**src/rtl/uart_rx_ring_pkg.sv**
```systemverilog
package uart_rx_ring_pkg;

    typedef enum logic {
        ST_HUNT = 1'b0,
        ST_RUN  = 1'b1
    } rx_state_e;

    typedef struct packed {
        logic e;
        logic w;
        logic i;
        logic cm;
    } desc_flags_t;

endpackage

```
**src/rtl/uart_rx_ring_idle.sv**
```systemverilog
module uart_rx_ring_idle #(
    parameter int IDLE_W = 16
) (
    input  logic              clk,
    input  logic              rst_n,
    input  logic [IDLE_W-1:0] max_idle,
    input  logic              reload,
    input  logic              tick_en,
    output logic              expire
);
    logic [IDLE_W-1:0] cnt_d, cnt_q;

    always_comb begin
        cnt_d = cnt_q;
        if (reload)
            cnt_d = max_idle;
        else if (tick_en && cnt_q != '0)
            cnt_d = cnt_q - 1'b1;
    end

    assign expire = tick_en && !reload && (cnt_q == IDLE_W'(1)) && (max_idle != '0);

    always_ff @(posedge clk) begin
        if (!rst_n) cnt_q <= '0;
        else        cnt_q <= cnt_d;
    end
endmodule

```
**src/rtl/uart_rx_ring_table.sv**
```systemverilog
module uart_rx_ring_table
    import uart_rx_ring_pkg::*;
#(
    parameter int NDESC  = 4,
    parameter int LEN_W  = 8,
    parameter int ADDR_W = 16,
    localparam int IDX_W = $clog2(NDESC)
) (
    input  logic              clk,
    input  logic              rst_n,
    input  logic              arm_en,
    input  logic [IDX_W-1:0]  arm_idx,
    input  desc_flags_t       arm_flags,
    input  logic [LEN_W-1:0]  arm_len,
    input  logic [ADDR_W-1:0] arm_ptr,
    input  logic              upd_en,
    input  logic [IDX_W-1:0]  upd_idx,
    input  logic [LEN_W-1:0]  upd_cnt,
    input  logic              upd_clear_e,
    input  logic [IDX_W-1:0]  cur_idx,
    output desc_flags_t       cur_flags,
    output logic [LEN_W-1:0]  cur_len,
    output logic [ADDR_W-1:0] cur_ptr,
    input  logic [IDX_W-1:0]  rd_idx,
    output desc_flags_t       rd_flags,
    output logic [LEN_W-1:0]  rd_cnt
);
    desc_flags_t       flags_q [NDESC];
    logic [LEN_W-1:0]  len_q   [NDESC];
    logic [ADDR_W-1:0] ptr_q   [NDESC];
    logic [LEN_W-1:0]  cnt_q   [NDESC];

    for (genvar g = 0; g < NDESC; g++) begin : g_entry
        always_ff @(posedge clk) begin
            if (!rst_n) begin
                flags_q[g] <= '0;
                len_q[g]   <= '0;
                ptr_q[g]   <= '0;
                cnt_q[g]   <= '0;
            end else if (arm_en && arm_idx == IDX_W'(g)) begin
                flags_q[g] <= arm_flags;
                len_q[g]   <= arm_len;
                ptr_q[g]   <= arm_ptr;
                cnt_q[g]   <= '0;
            end else if (upd_en && upd_idx == IDX_W'(g)) begin
                cnt_q[g] <= upd_cnt;
                if (upd_clear_e) flags_q[g].e <= 1'b0;
            end
        end
    end

    assign cur_flags = flags_q[cur_idx];
    assign cur_len   = len_q[cur_idx];
    assign cur_ptr   = ptr_q[cur_idx];
    assign rd_flags  = flags_q[rd_idx];
    assign rd_cnt    = cnt_q[rd_idx];
endmodule

```
**src/rtl/uart_rx_ring.sv**
```systemverilog
module uart_rx_ring
    import uart_rx_ring_pkg::*;
#(
    parameter int NDESC  = 4,
    parameter int LEN_W  = 8,
    parameter int ADDR_W = 16,
    parameter int DATA_W = 8,
    parameter int IDLE_W = 16,
    localparam int IDX_W = $clog2(NDESC)
) (
    input  logic              clk,
    input  logic              rst_n,
    input  logic              enable,
    input  logic [IDLE_W-1:0] max_idle,
    input  logic              rx_valid,
    input  logic [DATA_W-1:0] rx_data,
    input  logic              char_tick,
    input  logic              arm_valid,
    input  logic [IDX_W-1:0]  arm_idx,
    input  logic              arm_empty,
    input  logic              arm_wrap,
    input  logic              arm_irq,
    input  logic              arm_cont,
    input  logic [LEN_W-1:0]  arm_len,
    input  logic [ADDR_W-1:0] arm_ptr,
    input  logic [IDX_W-1:0]  rd_idx,
    output logic              rd_empty,
    output logic [LEN_W-1:0]  rd_count,
    output logic              wr_valid,
    output logic [ADDR_W-1:0] wr_addr,
    output logic [DATA_W-1:0] wr_data,
    output logic              irq,
    output logic [IDX_W-1:0]  irq_idx,
    output logic              overrun,
    output logic              hunting
);
    localparam logic [IDX_W-1:0] LAST_IDX = IDX_W'(NDESC - 1);

    typedef struct packed {
        rx_state_e         st;
        logic [IDX_W-1:0]  idx;
        logic [LEN_W-1:0]  fill;
        logic              ovr;
        logic              wr_valid;
        logic [ADDR_W-1:0] wr_addr;
        logic [DATA_W-1:0] wr_data;
        logic              irq;
        logic [IDX_W-1:0]  irq_idx;
    } eng_t;

    eng_t r_d, r_q;

    desc_flags_t       cur_flags, rd_flags;
    logic [LEN_W-1:0]  cur_len, rd_cnt_w;
    logic [ADDR_W-1:0] cur_ptr;
    logic              upd_en, upd_clear_e, reload, tick_en, expire;
    logic [LEN_W-1:0]  upd_cnt, fill_inc;
    logic              do_close;

    uart_rx_ring_table #(
        .NDESC(NDESC), .LEN_W(LEN_W), .ADDR_W(ADDR_W)
    ) u_table (
        .clk(clk), .rst_n(rst_n),
        .arm_en(arm_valid), .arm_idx(arm_idx),
        .arm_flags('{e: arm_empty, w: arm_wrap, i: arm_irq, cm: arm_cont}),
        .arm_len(arm_len), .arm_ptr(arm_ptr),
        .upd_en(upd_en), .upd_idx(r_q.idx), .upd_cnt(upd_cnt), .upd_clear_e(upd_clear_e),
        .cur_idx(r_q.idx), .cur_flags(cur_flags), .cur_len(cur_len), .cur_ptr(cur_ptr),
        .rd_idx(rd_idx), .rd_flags(rd_flags), .rd_cnt(rd_cnt_w)
    );

    uart_rx_ring_idle #(.IDLE_W(IDLE_W)) u_idle (
        .clk(clk), .rst_n(rst_n), .max_idle(max_idle),
        .reload(reload), .tick_en(tick_en), .expire(expire)
    );

    always_comb begin
        r_d         = r_q;
        r_d.wr_valid = 1'b0;
        r_d.irq      = 1'b0;
        reload      = 1'b0;
        tick_en     = 1'b0;
        do_close    = 1'b0;
        upd_cnt     = r_q.fill;
        fill_inc    = r_q.fill + 1'b1;

        if (!enable) begin
            r_d.st = ST_HUNT;
        end else if (rx_valid) begin
            r_d.st = ST_RUN;
            reload = 1'b1;
            if (cur_flags.e) begin
                r_d.wr_valid = 1'b1;
                r_d.wr_addr  = cur_ptr + ADDR_W'(r_q.fill);
                r_d.wr_data  = rx_data;
                upd_cnt      = fill_inc;
                if (fill_inc == cur_len) do_close = 1'b1;
                else                     r_d.fill = fill_inc;
            end else begin
                r_d.ovr = 1'b1;
            end
        end else if (char_tick && r_q.st == ST_RUN) begin
            tick_en = 1'b1;
            if (expire && r_q.fill != '0) do_close = 1'b1;
        end

        upd_en      = do_close;
        upd_clear_e = do_close && !cur_flags.cm;
        if (do_close) begin
            r_d.irq     = cur_flags.i;
            r_d.irq_idx = r_q.idx;
            r_d.fill    = '0;
            r_d.idx     = (cur_flags.w || r_q.idx == LAST_IDX) ? '0 : r_q.idx + 1'b1;
        end
    end

    always_ff @(posedge clk) begin
        if (!rst_n) r_q <= '{st: ST_HUNT, default: '0};
        else        r_q <= r_d;
    end

    assign rd_empty = rd_flags.e;
    assign rd_count = rd_cnt_w;
    assign wr_valid = r_q.wr_valid;
    assign wr_addr  = r_q.wr_addr;
    assign wr_data  = r_q.wr_data;
    assign irq      = r_q.irq;
    assign irq_idx  = r_q.irq_idx;
    assign overrun  = r_q.ovr;
    assign hunting  = (r_q.st == ST_HUNT);
endmodule

```
**config.mk**
```make
export PLATFORM = sky130hd
export DESIGN_NAME = uart_rx_ring
export DESIGN_NICKNAME = d
export VERILOG_FILES = /design/src/rtl/uart_rx_ring_pkg.sv /design/src/rtl/uart_rx_ring_idle.sv /design/src/rtl/uart_rx_ring_table.sv /design/src/rtl/uart_rx_ring.sv
export SDC_FILE = /design/constraint.sdc
export NUM_CORES = 1
export LEC_CHECK = 0
export CAP_MARGIN = 20
export CORE_MARGIN = 10
export CORE_UTILIZATION = 35
export CTS_CLUSTER_DIAMETER = 100
export DETAILED_ROUTE_END_ITERATION = 10
export PLACE_DENSITY_LB_ADDON = 0.1
export SYNTH_ARGS = -nofsm -noshare
export SYNTH_HDL_FRONTEND = slang
export SYNTH_SLANG_ARGS = --single-unit
```
**constraint.sdc**
```tcl
create_clock -name clk -period 4.3 [get_ports clk]
set_input_delay 0.645 -clock clk [delete_from_list [all_inputs] [get_ports clk]]
set_output_delay 0.645 -clock clk [all_outputs]
set_load 0.1 [all_outputs]
```
==> impl_summary.log, run 1 <==
[metrics] # hold bufs at CTS: 0
[metrics] Power Dens Cells: 401 mW/mm^2
[metrics] top metal layer carrying routed signals: met4
[metrics] Core Area: 0.0276 mm^2
[metrics] Area Overhead vs Synth: 20.0%
[metrics] cell type with the largest total area after synthesis: edfxtp_1
[metrics] post-synth cell types: 56
[metrics] sequential fraction of the synthesis area: 0.563
[metrics] antenna diode count: 0
[metrics] post-synthesis net count: 892
[metrics] Final setup violation count: 0
[metrics] total standard cell area after synthesis: 0.00974 mm^2
[metrics] leakage: about 4 nW
[metrics] via density per instance: 5.03
[metrics] maximum count of clock buffers along a single path: 3
[metrics] kind of capture point of the worst setup path: flop
[metrics] combinational group share of total power: 0.115
[metrics] Num CTS Buffers: 24
[metrics] initial antenna violation count: 0
[metrics] Placed Instance Area: about 0.011 mm^2
[metrics] Vert. Die Dim: 187 um
[metrics] total of flip-flops plus latches after synthesis: 202
[metrics] GRT Overall Usage: 0.141
[metrics] portion of total power attributed to sequential cells: 0.480
[metrics] number of global-route vias before repair: 6814
[metrics] PnR Total Power: around 0.0047 W
[metrics] clock root buffer: clkbuf_16
[metrics] register clock-pin slew on the reported worst setup and hold paths: 0.06 ns
[metrics] TNS Setup: 0 ns
[metrics] starting density of the core: 0.353
[metrics] wirelength, routed: 25100 um
[metrics] total routed wire length on the met1 layer: ~11000 um
[metrics] slew at the pin with the worst max-slew slack: 1.03 ns
[metrics] Die X-Extent: 187 um
[metrics] global-route wire length before repair: 39900 um
[metrics] Highest Clock Rate: about 0.28 GHz
[metrics] worst path arrival time: 4.03 ns
[metrics] CP max FO: 17
[metrics] cell-by-cell trace of the critical path: buf_4 > mux4_2 > ha_1 > o21ai_0 > a21boi_0 > o21ai_0 > a211oi_1 > xnor2_1 > a211oi_1
[metrics] number of synthesized flops with an enable pin: 144
[metrics] Worst Hold Slack: 0.459 ns
[metrics] number of port buffers: 100
[metrics] fin crit share: 0.835
[metrics] unrepaired setup endpoints after global routing: no
[metrics] share of the synthesized area in the top cell type: 0.444
[metrics] routability congestion estimate: 0.821
[metrics] Row Count: 61
[metrics] count of boundary I/O pins: 101
[metrics] Die Area: 0.0349 mm^2
[metrics] clock tree skew after final layout: approximately 0.014 ns
[metrics] count of mapped cells out of synthesis: 812
[metrics] Hold Path Origin: wr_data[5]
[metrics] startpoint type of the worst setup path: flop
[metrics] post-route ant nets: 0
[metrics] global route overflow: 0
[metrics] time the final worst path needs with I/O delays and setup: 3.59 ns
[metrics] largest stage delay on the critical path: between 0.7 and 0.8 ns
[metrics] total count of hold-check failures in the final report: 0
[metrics] insertion delay to the later sink of the worst-skew pair: 0.52 ns
[metrics] met3 wirelength from detailed routing: 1120 um
[metrics] met2 wire length: 12300 um
[metrics] Worst Hold Class: reg -> reg
[metrics] Gates resized, CTS repair: 0
[metrics] detailed router's first-iteration violation count: 379
[metrics] detailed placement HPWL: 16900 um
[metrics] most instantiated library cell after synthesis: edfxtp_1
[metrics] synthesized area per cell: 12.0 um^2
[metrics] relative contribution of the clock network to total power: 0.405
[metrics] dominant register cell in the synthesized netlist: edfxtp_1
[metrics] H-tree level count: 1
[metrics] fraction of layout instances using a drive strength above 1: 0.116
[metrics] outcome: finished clean
[metrics] required time of the worst setup path: about 4.7 ns
[metrics] switching share of total power: 0.253
[metrics] final instance area: 0.0117 mm^2
[metrics] number of search-and-repair iterations in the first detailed-routing pass: 5
[metrics] library cell contributing the largest single delay on the critical path: dfxtp_2
[metrics] total via count after detailed routing: approximately 6400
[metrics] cell internal pwr: 0.00350 W
[metrics] Worst Setup Slack post-DPL: 0.696 ns
[metrics] number of remaining DRC errors: 0
[metrics] largest vdd supply drop: 0.000217 V
[metrics] Psw: 0.00119 W
[metrics] post-detailed-route wirelength per cell: between 15 and 20 um
[metrics] number of warning messages in the yosys log: 0
[metrics] clock tree from TritonCTS: built
[metrics] most frequent cells after synthesis: edfxtp_1, and2_1, nor2_1, nand2_1, dfxtp_1
[metrics] count of clock tree sinks: 202
[metrics] worst-case setup margin in the final layout: 0.711 ns
[metrics] Synth async-reset ratio: 0
[metrics] final count of pins violating max slew: 0
[metrics] max capacitance violation total: 0
[metrics] Setup Fix Bufs, Post-CTS: 0
[metrics] WS Path Type: reg -> reg
[metrics] slew margin rel.: 0.311
[metrics] number of nets at the end of the flow: 966
[metrics] largest net degree at the start of global routing: 37
[metrics] main area contributors after synthesis: edfxtp_1, dfxtp_1, mux4_2, and2_1, xnor2_1
-- layout make-up --
cell class	count	area [um^2]
clock buffers	33	644
clock inverters	11	91.3
fillers	2603	15900
inverters	21	78.8
multi-input cells	520	3810
flip-flops and latches	202	5490
well taps	378	473
repair buffers	117	1110
-- path summary, 6_finish.rpt --
path	to	slack [ns]	cells after the start
worst max-delay path	wr_addr[14]	0.71	9
worst min-delay path	wr_data[5]	0.46	2
worst max register to register	wr_addr[14]	0.71	9
worst min register to register	wr_data[5]	0.46	2
-- worst max-delay path: cells and delay by family, from the launching register on --
family | cells | cell delay (ns)
DFF | 1 | 0.74
AOI/OAI and AO/OA | 5 | 1.30
adders and majority gates | 1 | 0.34
xor gates and xnor gates | 1 | 0.17
muxes | 1 | 0.55
buffers and inverters | 1 | 0.40
-- cell families after synthesis --
family | after synthesis | share of synthesized area
AO/OA/AOI/OAI | 111 | 0.0740
multiplexers | 38 | 0.0866
buffers and inverters | 90 | 0.0464
XOR/XNOR | 35 | 0.0329
flip-flops | 202 | 0.563
adder cells (fa/ha/maj) | 19 | 0.0249
AND/OR/NAND/NOR | 317 | 0.172
-- power groups by stage --
stage                     Sequential (W)  Clock, W  Combinational, W
final                            0.00225   0.00190          0.000538
after global routing             0.00226   0.00203          0.000578
after CTS                        0.00225   0.00195          0.000545
after detailed placement         0.00230         0          0.000543
after global placement           0.00229         0          0.000537
after floorplan                  0.00228         0          0.000367
-- per-stage QoR --
step                 util  std cells
global placement    0.397       1238
global route        0.423       1282
CTS                 0.423       1282
floorplan               -        812
detailed placement  0.397       1238
finish              0.423       1282
-- placed cells by master, fill, tap and decap left out, types with 6 or more instances in the layout --
master             n
or3_1              6
buf_4             26
clkbuf_16         24
nor2_1            60
mux4_2            37
xor2_1             8
clkbuf_1           8
nand2_1           59
o21ai_0           25
dfxtp_1           57
edfxtp_1         144
inv_1             21
clkdlybuf4s50_1   91
nand3_1           22
a21oi_1           36
a21o_1             7
and2_1           118
xnor2_1           26
nor3_1             8
o31ai_1            6
nor4_1            12
a211oi_1          13
ha_1              17
-- layer usage --
layer	GRT usage	up-vias
li1	-	3072
met1	0.180	3173
met2	0.244	167
met3	0.0252	32
met4	0.0335	0
met5	0	-
-- flip-flops by register name, indices dropped and copies added, names as in the netlist, 2 cells and up, named ones only --
name and count:
wr_data 8, u_table.flags_q 16, wr_addr 16, u_table.ptr_q 64, u_table.len_q 32, u_idle.cnt_q 16
u_table.cnt_q 32, r_q 11, irq_idx 2
Note: power is estimated with default switching activity, not from simulation.
==> run 2, diff against run 1 <==
Clock period 4.3 ns to 3.25 ns, I/O delays scaled along.
==> run 2 against run 1 <==
Net effect:
- sequential power increased by 32%
- total power increased by 37%
- via count increased by 1.2%
- maximum frequency increased by 20%
- sequential cell count unchanged
- utilization increased by 0.95 points
- critical path type unchanged
- largest cell class unchanged
- largest power group unchanged
==> impl_summary.log, run 2 (same netlist as run 1, synthesis figures left out) <==
[metrics] clock tree skew after final layout: slightly below 0.007 ns
[metrics] largest net degree at the start of global routing: 33
[metrics] WS Path Type: reg -> reg
[metrics] register with the most flip-flops: u_table.ptr_q
[metrics] number of port buffers: 100
[metrics] max FFs per register: 64
[metrics] library cell contributing the largest single delay on the critical path: or4b_2
[metrics] Die X-Extent: 187 um
[metrics] slew margin rel.: 0.340
[metrics] largest registers: u_table.ptr_q (64), u_table.cnt_q (32), u_table.len_q (32)
[metrics] Final setup violation count: 0
[metrics] cell internal pwr: 0.00484 W
[metrics] cell-by-cell trace of the critical path: inv_1 > ha_1 > or4b_2 > nor4_1 > nor4b_1 > nand4_1 > o41ai_4 > buf_4 > nand3_1 > nor2_1
[metrics] max capacitance violation total: 0
[metrics] insertion delay to the later sink of the worst-skew pair: 0.51 ns
[metrics] detailed placement HPWL: 17200 um
[metrics] Psw: 0.00158 W
[metrics] final count of pins violating max slew: 0
[metrics] number of instances on the worst hold path: 2
[metrics] slew at the pin with the worst max-slew slack: slightly below 1 ns
[metrics] count of boundary I/O pins: 101
[metrics] buffering stage count on the worst path with inverters included: 2
[metrics] relative contribution of the clock network to total power: 0.418
[metrics] GRT Overall Usage: 0.143
[metrics] clock tree from TritonCTS: built
[metrics] Levels on crit path: 10
[metrics] outcome: finished clean
[metrics] commonest cells after routing, fill and taps aside: edfxtp_1, and2_1, clkdlybuf4s50_1
[metrics] number of global-route vias before repair: 6890
[metrics] via density per instance: roughly 5.0
[metrics] global route overflow: 0
[metrics] total via count after detailed routing: 6524
[metrics] Die Area: 0.0349 mm^2
[metrics] detailed router's first-iteration violation count: 389
[metrics] largest vdd supply drop: approximately 0.0003 V
[metrics] global-route wire length before repair: ~40000 um
[metrics] Area Overhead vs Synth: 22.7%
[metrics] switching share of total power: 0.246
[metrics] # hold bufs at CTS: 0
[metrics] H-tree level count: 1
[metrics] initial antenna violation count: 0
[metrics] time the final worst path needs with I/O delays and setup: 2.98 ns
[metrics] kind of capture point of the worst setup path: flop
[metrics] clock root buffer: clkbuf_16
[metrics] number of remaining DRC errors: 0
[metrics] cells on worst reg2reg path: 10
[metrics] post-route ant nets: 0
[metrics] Worst Hold Class: reg -> reg
[metrics] Highest Clock Rate: 0.335 GHz
[metrics] Worst Hold Slack: 0.451 ns
[metrics] largest stage delay on the critical path: 0.58 ns
[metrics] required time of the worst setup path: about 3.5 ns
[metrics] wirelength, routed: 25200 um
[metrics] CP max FO: 7
[metrics] number of search-and-repair iterations in the first detailed-routing pass: 5
[metrics] register clock-pin slew on the reported worst setup and hold paths: 0.06 ns
[metrics] CP top delay family: simple AND/OR/NAND/NOR gates
[metrics] worst path arrival time: ~3.2 ns
[metrics] fin crit share: 0.918
[metrics] Vert. Die Dim: 187 um
[metrics] TNS Setup: 0 ns
[metrics] maximum count of clock buffers along a single path: 3
[metrics] startpoint type of the worst setup path: flop
[metrics] most frequent standard cell in the layout excluding fill and tap cells: edfxtp_1
[metrics] Row Count: 61
[metrics] count of clock tree sinks: 202
[metrics] number of nets at the end of the flow: 980
[metrics] portion of total power attributed to sequential cells: 0.464
[metrics] post-detailed-route wirelength per cell: between 15 and 20 um
[metrics] leakage: 4.25 nW
[metrics] Core Area: 0.0276 mm^2
[metrics] combinational group share of total power: 0.118
[metrics] fraction of layout instances using a drive strength above 1: 0.153
[metrics] antenna diode count: 0
[metrics] unrepaired setup endpoints after global routing: no
[metrics] Power Dens Cells: around 540 mW/mm^2
[metrics] Num CTS Buffers: 24
[metrics] Fill cells: 2557
[metrics] starting density of the core: 0.353
[metrics] routability congestion estimate: 0.814
[metrics] total count of hold-check failures in the final report: 0
## run 2: cell count changes in the layout (fill, tap and decap cells not counted), sizes merged
cell           before  now
clkbuf             33   29
bufinv              1    3
clkinv             10   11
buf                26   56
clkdlybuf4s50      91   75
clkinvlp            0    1
## run 2: power by group through the flow
stage | Sequential [W] | Combinational, W | Clock [W]
2_1_floorplan | 0.00301 | 0.000485 | 0
3_3_place_gp | 0.00303 | 0.000758 | 0
3_5_place_dp | 0.00303 | 0.000762 | 0
4_1_cts | 0.00298 | 0.000765 | 0.00275
5_1_grt | 0.00299 | 0.000810 | 0.00285
6_report | 0.00298 | 0.000755 | 0.00268
## run 2: per-stage QoR
step | cells | power, W | util | cell area (um^2) | worst slack (ns)
finish | 1296 | 0.00641 | 0.433 | 12000 | 0.267
global placement | 1252 | 0.00378 | 0.404 | 11200 | 0.263
detailed placement | 1252 | 0.00380 | 0.404 | 11200 | 0.219
global route | 1296 | 0.00665 | 0.433 | 12000 | 0.0275
floorplan | 812 | 0.00350 | - | 9740 | 0.0126
CTS | 1296 | 0.00650 | 0.433 | 12000 | 0.194
## run 2: final timing paths
| check | from | end | slack (ns) |
|---|---|---|---|
| worst max-delay path | r_q[29] | u_table.cnt_q[2][7] | 0.27 |
| worst min register to register | wr_data[3] | wr_data[3] | 0.45 |
| worst min-delay path | wr_data[3] | wr_data[3] | 0.45 |
| worst max register to register | r_q[29] | u_table.cnt_q[2][7] | 0.27 |
## run 2: final cells by class
type	instances	area [um^2]	share of cell area
flip-flops and latches	202	5490	0.459
multi-input cells	520	3820	0.320
repair buffers	131	1310	0.109
clock buffers	29	641	0.0536
well taps	378	473	0.0396
clock inverters	15	148	0.0123
inverters	21	78.8	0.00659
## run 2: per-layer routing
metal	vias to the layer above	global-route usage	share of wire	wire length, um
met5	-	0	0	0
met4	0	0.0413	0.023	585
met3	39	0.0246	0.040	1010
met2	154	0.253	0.50	12500
met1	3246	0.174	0.44	11100
li1	3085	-	-	-
## run 2: repair_timing
item	in CTS	in global routing
gates resized for setup	0	2
buffers inserted	0	0
setup endpoints to repair	0	2
## run 2: worst reg2reg max path: cells and delay by family (launching register included)
| family | cells | cell delay, ns |
|---|---|---|
| adders and majority gates | 1 | 0.18 |
| DFF | 1 | 0.36 |
| buffers and inverters | 2 | 0.38 |
| AOI/OAI and AO/OA | 1 | 0.21 |
| and+or+nand+nor | 6 | 1.57 |
==> run 3, diff against run 2 <==
--- a/config.mk
+++ b/config.mk
@@ -7,4 +7,6 @@
 export LEC_CHECK = 0
 export CAP_MARGIN = 20
+export CELL_PAD_IN_SITES_DETAIL_PLACEMENT = 1
+export CELL_PAD_IN_SITES_GLOBAL_PLACEMENT = 2
 export CORE_MARGIN = 10
 export CORE_UTILIZATION = 35
@@ -12,4 +14,5 @@
 export DETAILED_ROUTE_END_ITERATION = 10
 export PLACE_DENSITY_LB_ADDON = 0.1
+export SLEW_MARGIN = 40
 export SYNTH_ARGS = -nofsm -noshare
 export SYNTH_HDL_FRONTEND = slang
==> constraint.sdc (replaced) <==
create_clock -name clk -period 3.25 [get_ports clk]
set_input_delay 0.4875 -clock clk [delete_from_list [all_inputs] [get_ports clk]]
set_output_delay 0.4875 -clock clk [all_outputs]
set_load 0.05 [all_outputs]
==> run 3 against run 2 <==
Net effect:
- first-iteration DRC count shrank 8.2%
- sequential cell count is the same
- critical path type unchanged
- count of clock-buffer cells in the layout grew 4
- sequential share of layout area grew 0.17 points
- utilization shrank 0.16 points
- clock power grew 4%
- maximum frequency shrank 2.2%
- highest routed layer unchanged
- non-clock buffer count is the same
- largest cell class unchanged
- global-route usage grew 0.74 points
- register-to-register slack lost 0.07 ns
==> impl_summary.log, run 3 (same netlist as run 1, synthesis figures left out) <==
[metrics] outcome: finished clean
[metrics] cell-by-cell trace of the critical path: inv_1 > ha_1 > or4b_2 > nor4_1 > nor4b_1 > nand4_1 > o41ai_4 > buf_4 > nand2_1 > nand2_1
[metrics] buffering stage count on the worst path with inverters included: 2
[metrics] number of nets at the end of the flow: 981
[metrics] Die Area: roughly 0.035 mm^2
[metrics] post-route ant nets: 0
[metrics] number of remaining DRC errors: 0
[metrics] total via count after detailed routing: 6492
[metrics] number of port buffers: 100
[metrics] worst path arrival time: 3.23 ns
[metrics] CP max FO: 10
[metrics] CP top delay family: simple AND/OR/NAND/NOR gates
[metrics] slew margin rel.: 0.607
[metrics] time the final worst path needs with I/O delays and setup: 3.05 ns
[metrics] total count of hold-check failures in the final report: 0
[metrics] global-route wire length before repair: 42100 um
[metrics] library cell contributing the largest single delay on the critical path: or4b_2
[metrics] # hold bufs at CTS: 0
[metrics] GRT Overall Usage: 0.150
[metrics] largest net degree at the start of global routing: 33
[metrics] r2r startpoint: r_q[29]
[metrics] Highest Clock Rate: 0.328 GHz
[metrics] cell internal pwr: 0.00483 W
[metrics] Num CTS Buffers: 25
[metrics] Fill cells: 2922
[metrics] register clock-pin slew on the reported worst setup and hold paths: 0.06 ns
[metrics] startpoint type of the worst setup path: flop
[metrics] Worst Hold Class: reg -> reg
[metrics] routability congestion estimate: 0.790
[metrics] largest stage delay on the critical path: between 0.5 and 0.6 ns
[metrics] portion of total power attributed to sequential cells: 0.466
[metrics] switching share of total power: 0.244
[metrics] Hold Path Origin: irq_idx[1]
[metrics] kind of capture point of the worst setup path: flop
[metrics] Power Dens Cells: 537 mW/mm^2
[metrics] most frequent standard cell in the layout excluding fill and tap cells: edfxtp_1
[metrics] clock root buffer: clkbuf_16
[metrics] Levels on crit path: 10
[metrics] via density per instance: approximately 5.0
[metrics] H-tree level count: 1
[metrics] TNS Setup: 0 ns
[metrics] fin crit share: 0.938
[metrics] largest registers: u_table.ptr_q (64), u_table.cnt_q (32), u_table.len_q (32)
[metrics] maximum count of clock buffers along a single path: 3
[metrics] cells on worst reg2reg path: 10
[metrics] detailed router's first-iteration violation count: 357
[metrics] max capacitance violation total: 0
[metrics] Top cell by count, worst path: nand2_1
[metrics] final count of pins violating max slew: 0
[metrics] register with the most flip-flops: u_table.ptr_q
[metrics] detailed placement HPWL: 18100 um
[metrics] fraction of layout instances using a drive strength above 1: 0.137
[metrics] post-detailed-route wirelength per cell: 20.6 um
[metrics] Row Count: 61
[metrics] Area Overhead vs Synth: 22.3%
[metrics] Vert. Die Dim: 187 um
[metrics] leakage: 4.19 nW
[metrics] Psw: 0.00156 W
[metrics] PnR Total Power: 0.00640 W
[metrics] required time of the worst setup path: 3.43 ns
[metrics] number of search-and-repair iterations in the first detailed-routing pass: 4
[metrics] Setup crit start: r_q[29]
[metrics] clock tree skew after final layout: 0.0162 ns
[metrics] initial antenna violation count: 0
[metrics] global route overflow: 0
[metrics] Die X-Extent: 187 um
[metrics] combinational group share of total power: 0.099
[metrics] starting density of the core: 0.353
[metrics] count of clock tree sinks: between 200 and 250
[metrics] Core Area: 0.0276 mm^2
[metrics] wirelength, routed: 26700 um
[metrics] Final setup violation count: 0
[metrics] unrepaired setup endpoints after global routing: no
[metrics] largest vdd supply drop: approximately 0.00040 V
[metrics] commonest cells after routing, fill and taps aside: edfxtp_1, and2_1, clkdlybuf4s50_1
[metrics] max FFs per register: 64
[metrics] relative contribution of the clock network to total power: 0.435
[metrics] WS Path Type: reg -> reg
[metrics] insertion delay to the later sink of the worst-skew pair: 0.54 ns
[metrics] count of boundary I/O pins: 101
[metrics] number of instances on the worst hold path: 2
[metrics] slew at the pin with the worst max-slew slack: 0.588 ns
[metrics] antenna diode count: 0
[metrics] number of global-route vias before repair: 7319
[metrics] clock tree from TritonCTS: built
## run 3: cell count changes in the layout (fill, tap and decap cells not counted), moves of 3 or more
cell / previous run / this run
clkdlybuf4s50_1: 75 / 91
clkinv_4: 0 / 3
buf_4: 45 / 39
clkbuf_8: 0 / 3
buf_12: 11 / 1
clkinv_2: 7 / 1
## run 3: metal layers
metal,GRT usage,part of all wire,vias to the layer above
met5,0,0,-
met4,0.0295,0.015,0
met3,0.0254,0.039,26
met2,0.267,0.51,108
met1,0.188,0.44,3267
li1,-,-,3091
## run 3: area by class of cell
class | instances | area, um^2 | area share
flip-flops and latches | 202 | 5490 | 0.461
inverters | 21 | 78.8 | 0.00662
multi-input cells | 520 | 3820 | 0.321
well taps | 378 | 473 | 0.0397
clock buffers | 33 | 686 | 0.0576
clock inverters | 13 | 143 | 0.0120
repair buffers | 131 | 1220 | 0.103
## run 3: metrics by stage
stage,cell area [um^2],hold WS (ns),worst slack [ns],std cells,util
floorplan,9740,0.429,0.0126,812,-
global placement,11100,0.445,0.267,1252,0.401
detailed placement,11100,0.454,0.197,1252,0.401
CTS,11900,0.462,0.150,1298,0.431
global route,11900,0.477,0.0102,1298,0.431
finish,11900,0.455,0.200,1298,0.431
## run 3: worst paths after layout
path,to,slack (ns)
worst max-delay path,u_table.cnt_q[2][3],0.20
worst min-delay path,irq_idx[1],0.46
worst max register to register,u_table.cnt_q[2][3],0.20
worst min register to register,irq_idx[1],0.46
## run 3: power by group through the flow
stage | sequential [W] | combinational [W] | clock, W
5_1_grt | 0.00300 | 0.000688 | 0.00295
4_1_cts | 0.00298 | 0.000647 | 0.00285
2_1_floorplan | 0.00301 | 0.000393 | 0
3_3_place_gp | 0.00302 | 0.000631 | 0
6_report | 0.00298 | 0.000634 | 0.00278
3_5_place_dp | 0.00304 | 0.000644 | 0
## run 3: tightest hold or removal path: stages, from the launching register on
cell,delay (ns)
dfxtp_1,0.31
nand2_1,0.05
o21ai_1,0.05
## run 3: what timing repair did
item | 4_1_cts | 5_1_grt
buffers inserted | 0 | 0
endpoints found under the setup margin | 0 | 4
gates resized for setup | 0 | 2
endpoints found under the hold margin | 0 | 0
